**src/rtl/dcr_pkg.sv**
```systemverilog
package dcr_pkg;
  localparam int DCR_DATA_W = 24;
  localparam int DCR_FRAC_W = 16;
  localparam int DCR_K_MIN  = 10;
  localparam int DCR_K_MAX  = 16;
  localparam int DCR_SH_W   = 5;
endpackage

```
**src/rtl/dcr_estimator.sv**
```systemverilog
module dcr_estimator #(
  parameter  int DATA_W = 24,
  parameter  int FRAC_W = 16,
  parameter  int K_MIN  = 10,
  parameter  int K_MAX  = 16,
  parameter  int SH_W   = 5,
  localparam int ACC_W  = DATA_W + FRAC_W
) (
  input  logic              clk_i,
  input  logic              rst_ni,
  input  logic              upd_i,
  input  logic [DATA_W-1:0] x_i,
  input  logic [SH_W-1:0]   shift_i,
  output logic [ACC_W-1:0]  acc_o,
  output logic [DATA_W-1:0] est_o
);
  logic [ACC_W-1:0] acc_q;
  logic [SH_W-1:0]  sh;
  logic signed [ACC_W:0] x_ext, a_ext, err, step;

  always_comb begin
    if (shift_i < SH_W'(K_MIN))      sh = SH_W'(K_MIN);
    else if (shift_i > SH_W'(K_MAX)) sh = SH_W'(K_MAX);
    else                             sh = shift_i;
  end

  assign x_ext = $signed({x_i[DATA_W-1], x_i, {FRAC_W{1'b0}}});
  assign a_ext = $signed({acc_q[ACC_W-1], acc_q});
  assign err   = x_ext - a_ext;
  assign step  = err >>> sh;

  // acc stays a convex mix of scaled inputs, so truncation is safe
  always_ff @(posedge clk_i or negedge rst_ni) begin
    if (!rst_ni)    acc_q <= '0;
    else if (upd_i) acc_q <= acc_q + step[ACC_W-1:0];
  end

  assign acc_o = acc_q;
  assign est_o = acc_q[ACC_W-1:FRAC_W];
endmodule

```
**src/rtl/dcr_subsat.sv**
```systemverilog
module dcr_subsat #(
  parameter int DATA_W = 24
) (
  input  logic [DATA_W-1:0] a_i,
  input  logic [DATA_W-1:0] b_i,
  output logic [DATA_W-1:0] y_o
);
  localparam logic [DATA_W-1:0] MAX_V = {1'b0, {(DATA_W-1){1'b1}}};
  localparam logic [DATA_W-1:0] MIN_V = {1'b1, {(DATA_W-1){1'b0}}};

  logic signed [DATA_W:0] diff;
  assign diff = $signed({a_i[DATA_W-1], a_i}) - $signed({b_i[DATA_W-1], b_i});

  always_comb begin
    if (diff[DATA_W] ^ diff[DATA_W-1]) y_o = diff[DATA_W] ? MIN_V : MAX_V;
    else                               y_o = diff[DATA_W-1:0];
  end
endmodule

```
**src/rtl/dcr_top.sv**
```systemverilog
module dcr_top
  import dcr_pkg::*;
#(
  parameter  int DATA_W = DCR_DATA_W,
  parameter  int FRAC_W = DCR_FRAC_W,
  parameter  int K_MIN  = DCR_K_MIN,
  parameter  int K_MAX  = DCR_K_MAX,
  parameter  int SH_W   = DCR_SH_W,
  localparam int ACC_W  = DATA_W + FRAC_W
) (
  input  logic              clk_i,
  input  logic              rst_ni,
  input  logic              valid_i,
  input  logic [DATA_W-1:0] x_i,
  input  logic              freeze_i,
  input  logic [SH_W-1:0]   shift_i,
  output logic              valid_o,
  output logic [DATA_W-1:0] y_o
);
  logic [ACC_W-1:0]  acc_q;
  logic [DATA_W-1:0] est;
  logic [DATA_W-1:0] y_d;
  logic [DATA_W-1:0] y_q;
  logic              v_q;
  logic              upd;

  assign upd = valid_i & ~freeze_i;

  dcr_estimator #(
    .DATA_W(DATA_W), .FRAC_W(FRAC_W), .K_MIN(K_MIN), .K_MAX(K_MAX), .SH_W(SH_W)
  ) u_est (
    .clk_i  (clk_i),
    .rst_ni (rst_ni),
    .upd_i  (upd),
    .x_i    (x_i),
    .shift_i(shift_i),
    .acc_o  (acc_q),
    .est_o  (est)
  );

  dcr_subsat #(.DATA_W(DATA_W)) u_sub (
    .a_i(x_i),
    .b_i(est),
    .y_o(y_d)
  );

  // output uses the estimate before this sample's update
  always_ff @(posedge clk_i or negedge rst_ni) begin
    if (!rst_ni) begin
      v_q <= 1'b0;
      y_q <= '0;
    end else begin
      v_q <= valid_i;
      if (valid_i) y_q <= y_d;
    end
  end

  assign valid_o = v_q;
  assign y_o     = y_q;
endmodule

```
**config.mk**
```make
export PLATFORM = sky130hd
export DESIGN_NAME = dcr_top
export DESIGN_NICKNAME = d
export VERILOG_FILES = /design/src/rtl/dcr_pkg.sv /design/src/rtl/dcr_estimator.sv /design/src/rtl/dcr_subsat.sv /design/src/rtl/dcr_top.sv
export SDC_FILE = /design/constraint.sdc
export NUM_CORES = 1
export LEC_CHECK = 0
export ABC_AREA = 1
export BUFFER_PORTS_ARGS = -buffer_cell sky130_fd_sc_hd__buf_2
export CAP_MARGIN = 40
export CORE_MARGIN = 1.5
export CORE_UTILIZATION = 56
export CTS_CLUSTER_DIAMETER = 30
export DETAILED_ROUTE_END_ITERATION = 12
export PLACE_DENSITY = 0.83
export SKIP_CTS_REPAIR_TIMING = 1
export SYNTH_ARGS = -nofsm -noshare
export SYNTH_HDL_FRONTEND = slang
export SYNTH_SLANG_ARGS = --single-unit
export TNS_END_PERCENT = 100
```
**constraint.sdc**
```tcl
create_clock -name clk_i -period 3.94 [get_ports clk_i]
set_input_delay 0 -clock clk_i [delete_from_list [all_inputs] [get_ports clk_i]]
set_output_delay 0 -clock clk_i [all_outputs]
set_load 0.01 [all_outputs]
```
==> out/results.ini, run 1 <==
[synth]
yosysUniqueCellTypes = 53
synthArstFlopShare_pct = 100
seq_area_frac_synth_pct = 16.8
synthesis.area_um2 = 9700
synth-simple-area-share_pct = 42.3
syn-mean-instance-area_um2 = 5.84
muxShareOfSynthArea_pct = 0.103
synthFlopType = dfrtp_1
synth_edf_count = 0
ys.warnings.count = 0
synth_top_family_by_area = simple AND/OR/NAND/NOR gates
syn_nets = 1764
synth_seq_cells = 65
synthAdderAreaFrac_pct = 9.05
synth_compound_area_share_pct = 14.4
syn_inst = 1662
yosys.area_share.xor_xnor_pct = 5.67

[run_status]
status = stopped before the end
firstError = [ERROR GRT-0232] Routing congestion too high. Check the congestion heatmap in the GUI.
failing_step = global routing

[floorplan]
die_x_um = 135
start_util_pct = 57.9
rows = 47
ioPinCount = 58
die_h_um = 135

[cts]
cts_sinks = 65
clock_path_buffers = 2
root_buffer = clkbuf_16
cts_buffers = 9
h-tree-depth = 3

[sta]
endpoint_type = sequential cell input
worstEndpointGrtRepair = u_est.acc_o[24]$_DFFE_PN0P_/D

[place]
dp_hpwl_um = 30800
place.gp.congestion = 1.05
portBuffers = 57
place_inst = 2178
placed_area_um2 = 12200

[global_route]
grt_max_degree = 35
grt.overflow.total = 34
grt_use_total_pct = 74.2

metrics by stage:
stage	setup slack, ns	setup TNS [ns]
floorplan	0.288	0
global placement	-0.656	-13.00
detailed placement	-0.677	-15.22
CTS	-0.699	-16.35
cells by family after synthesis:
kind of cell | Yosys count
xor gates and xnor gates | 62
and+or+nand+nor | 948
buffers and inverters | 282
muxes | 1
adders and majority gates | 69
DFF | 65
AOI/OAI and AO/OA | 235
synth_stat cells (2+ instances only):
master    count  area (um^2)
nand2_1     493         1850
inv_1       225          845
nand3_1     216         1080
nor2_1      157          589
o21ai_0      75          375
a21oi_1      73          365
ha_1         67          838
dfrtp_1      65         1630
xor2_1       43          377
a21oi_2      20          175
nand2_2      20          125
xnor2_1      18          158
buf_2        17         85.1
clkbuf_1     15         56.3
nor3_1       14         70.1
o21ai_1      13         65.1
nand4_1      12         75.1
a21o_1       11         82.6
inv_2        11         41.3
a31oi_1      10         62.6
nand3b_1      7         52.6
nand3_2       6         60.1
o21a_1        6         45.0
nor2_2        5         31.3
o211ai_1      5         37.5
o21bai_1      5         37.5
buf_4         4         30.0
buf_6         4         45.0
nor2_4        4         45.0
nor4_1        4         25.0
o21ai_2       4         35.0
a21boi_0      3         22.5
buf_1         3         11.3
or2_2         3         18.8
a21boi_1      2         15.0
fa_1          2         40.0
nand2_4       2         22.5
nor3_4        2         32.5
o31ai_1       2         15.0
metal layers:
| layer | overflow | global-route usage (%) |
|---|---|---|
| met2 | 14 | 93.6 |
| met5 | 0 | 23.6 |
| met3 | 1 | 56.6 |
| met4 | 19 | 76.6 |
| met1 | 0 | 72.6 |
==> inputs of run 2 (changes only) <==
--- a/config.mk
+++ b/config.mk
@@ -9,10 +9,9 @@
 export BUFFER_PORTS_ARGS = -buffer_cell sky130_fd_sc_hd__buf_2
 export CAP_MARGIN = 40
 export CORE_MARGIN = 1.5
-export CORE_UTILIZATION = 56
-export CTS_CLUSTER_DIAMETER = 30
+export CORE_UTILIZATION = 40
 export DETAILED_ROUTE_END_ITERATION = 12
-export PLACE_DENSITY = 0.83
+export PLACE_DENSITY_LB_ADDON = 0.15
 export SKIP_CTS_REPAIR_TIMING = 1
 export SYNTH_ARGS = -nofsm -noshare
 export SYNTH_HDL_FRONTEND = slang
==> constraint.sdc (replaced) <==
create_clock -name clk_i -period 5.1 [get_ports clk_i]
set_input_delay 0 -clock clk_i [delete_from_list [all_inputs] [get_ports clk_i]]
set_output_delay 0 -clock clk_i [all_outputs]
set_load 0.01 [all_outputs]
==> run 2 against run 1 <==
The run now ends clean. Synthesized area did not move. Synthesized cell count did not move.
==> out/results.ini, run 2 <==
[sta]
final_max_slew_viol_count = 0
fin_crit_ns = 4.81
fin_tns_setup_ns = 0
max_freq_mhz = 208
worst_pin_slew_ns = 0.706
finalHoldViolCount = 0
relSlewSlack_pct = 52.8
post-route-period-util_pct = 94.3
grt_setup_unrepaired = false
setup_violations = 0
hold_slack_ns = 0.0673
fin_worst_skew_ns = 0.0167

[routing]
vias = 10800
drt_iter0_drc = 890
wire_per_inst_um = 17.8
drc = 0
viasPerCell = 5.31
ant_nets = 0
first_pass_iters = 6
postRouteWirelength_um = 36300

[critical_path]
cp-end-kind = register
crit_fanout = 5
crit_family = simple AND/OR/NAND/NOR gates
critical_path_class = register to register
cp-start-kind = register
cp.required_ns = 5.34
slowest_stage = nor4_1
critPathArrivalTime_ns = 5.04
path_common_cell = nand2_1
max_stage_delay_ns = 0.45
critPathBufInv = 2

[final_layout]
drive_gt1_share_pct = 11.3
mostFrequentLayoutCell = nand2_1
antennaDiodeCount = 0
area_delta_synth_final_pct = 10.8
layout_common_cells = nand2_1, inv_1, nand3_1, nor2_1, o21ai_0
fin_nets = 1816
fin_area_um2 = 10800
largest_register_ff_count = 40
post-route-util_pct = 45.5

[global_route]
antenna_found_initial = 0
grt_pass1_vias = 10300
grt_use_total_pct = 28.5
grt.overflow.total = 0
grt_pass1_wl_um = 56100
grt_max_degree = 54

[synth]
syn_nets = 1764
synth.most_common_cell = nand2_1
synth_area_leader_cell = nand2_1
muxShareOfSynthArea_pct = 0.103
synth_seq_cells = 65
synth_edf_count = 0
synth-simple-area-share_pct = 42.3
syn-mean-instance-area_um2 = 5.84
synth_compound_area_share_pct = 14.4
synthArstFlopShare_pct = 100
synthFlopType = dfrtp_1
synth_area_leaders = nand2_1, dfrtp_1, nand3_1
yosysUniqueCellTypes = 53
synthAdderAreaFrac_pct = 9.05
synth_top_area_share_pct = 19.1
seq_area_frac_synth_pct = 16.8
synthesis.area_um2 = 9700
ys.warnings.count = 0
synth_top_family_by_area = simple AND/OR/NAND/NOR gates
synth_common_cells = nand2_1, inv_1, nand3_1
syn_inst = 1662
yosys.area_share.xor_xnor_pct = 5.67

[power]
powerDensity_nw_per_um2 = 838
total_power_mw = 9.02
vdd_drop_max_mv = 0.305
p_leak_nw = 5.73

[floorplan]
rows = 56
die_area_um2 = 25200
core-area_um2 = 23600
start_util_pct = 41.1
ioPinCount = 58
die_x_um = 159
die_h_um = 159

[cts]
root_buffer = clkbuf_16
clock_path_buffers = 2
cts_tree = built
insertion_delay_ns = 0.36
h-tree-depth = 3
cts_buffers = 9
cts_sinks = 65
clk_pin_slew_worst_paths_ns = 0.08

[place]
place.gp.congestion = 0.937
dp_hpwl_um = 30700
placed_area_um2 = 10400
portBuffers = 57

[flow_run]
drv_cap = 0

[worst_hold_path]
hold_class = input pin to register

[run_status]
status = complete, no violations

## run 2: cell counts after synthesis
Identical to the previous run, type by type.
## run 2: cells by family (layout without fill, tap and decap cells)
kind of cell / Yosys count / count (layout)
flip-flops: 65 / 65
XOR/XNOR: 62 / 62
AO/OA/AOI/OAI: 235 / 235
buffers and inverters: 282 / 339
AND/OR/NAND/NOR: 948 / 948
multiplexers: 1 / 1
adder cells (fa/ha/maj): 69 / 69
## run 2: layout make-up
| class | count | area, um^2 |
|---|---|---|
| Clock buffer | 9 | 225 |
| Clock inverter | 7 | 101 |
| Fill cell | 2662 | 12900 |
| Inverter | 238 | 896 |
| Multi-Input combinational cell | 1315 | 6990 |
| Sequential cell | 65 | 1630 |
| Tap cell | 319 | 399 |
| Timing Repair Buffer | 85 | 518 |
## run 2: final timing paths
kind / startpoint / to / slack (ns) / cells after the start
min reg2reg: u_est.acc_o[39] / u_est.acc_o[39] / 0.47 / 1
max: u_est.acc_o[31] / u_est.acc_o[38] / 0.29 / 26
min in group asynchronous: rst_ni / y_o[4] / 0.19 / 3
max reg2reg: u_est.acc_o[31] / u_est.acc_o[38] / 0.29 / 26
max in group asynchronous: rst_ni / u_est.acc_o[17] / 4.33 / 4
min: valid_i / valid_o / 0.07 / 1
## run 2: through the flow
step                      instances  setup slack (ns)
after floorplan                1662              1.45
after global placement         2019            -0.151
after detailed placement       2020           -0.0144
after CTS                      2036           -0.0450
after global routing           2038           0.00853
final                          2038             0.293
## run 2: layer usage
metal / routed length (um) / global-route usage [%] / part of all wire (%) / up-vias
li1: - / - / - / 5467
met1: 16500 / 36.9 / 45 / 4970
met2: 17400 / 50.5 / 48 / 332
met3: 1660 / 2.82 / 4.6 / 43
met4: 734 / 7.23 / 2.0 / 0
met5: 0 / 0 / 0 / -
## run 2: worst reg2reg max path, delay by kind of cell, from the launching register on
kind / cells / cell delay (ns)
AO/OA/AOI/OAI: 2 / 0.51
buffers and inverters: 2 / 0.29
adder cells (fa/ha/maj): 2 / 0.77
flip-flops: 1 / 0.42
AND/OR/NAND/NOR: 20 / 2.69
## run 2: power by group
group,internal [mW],total (mW),switching (mW),leakage (nW)
clock,0.434,0.720,0.287,0.153
sequential,0.777,1.00,0.227,0.764
combinational,2.43,7.29,4.86,4.82
(Power assumes the default switching activity.)
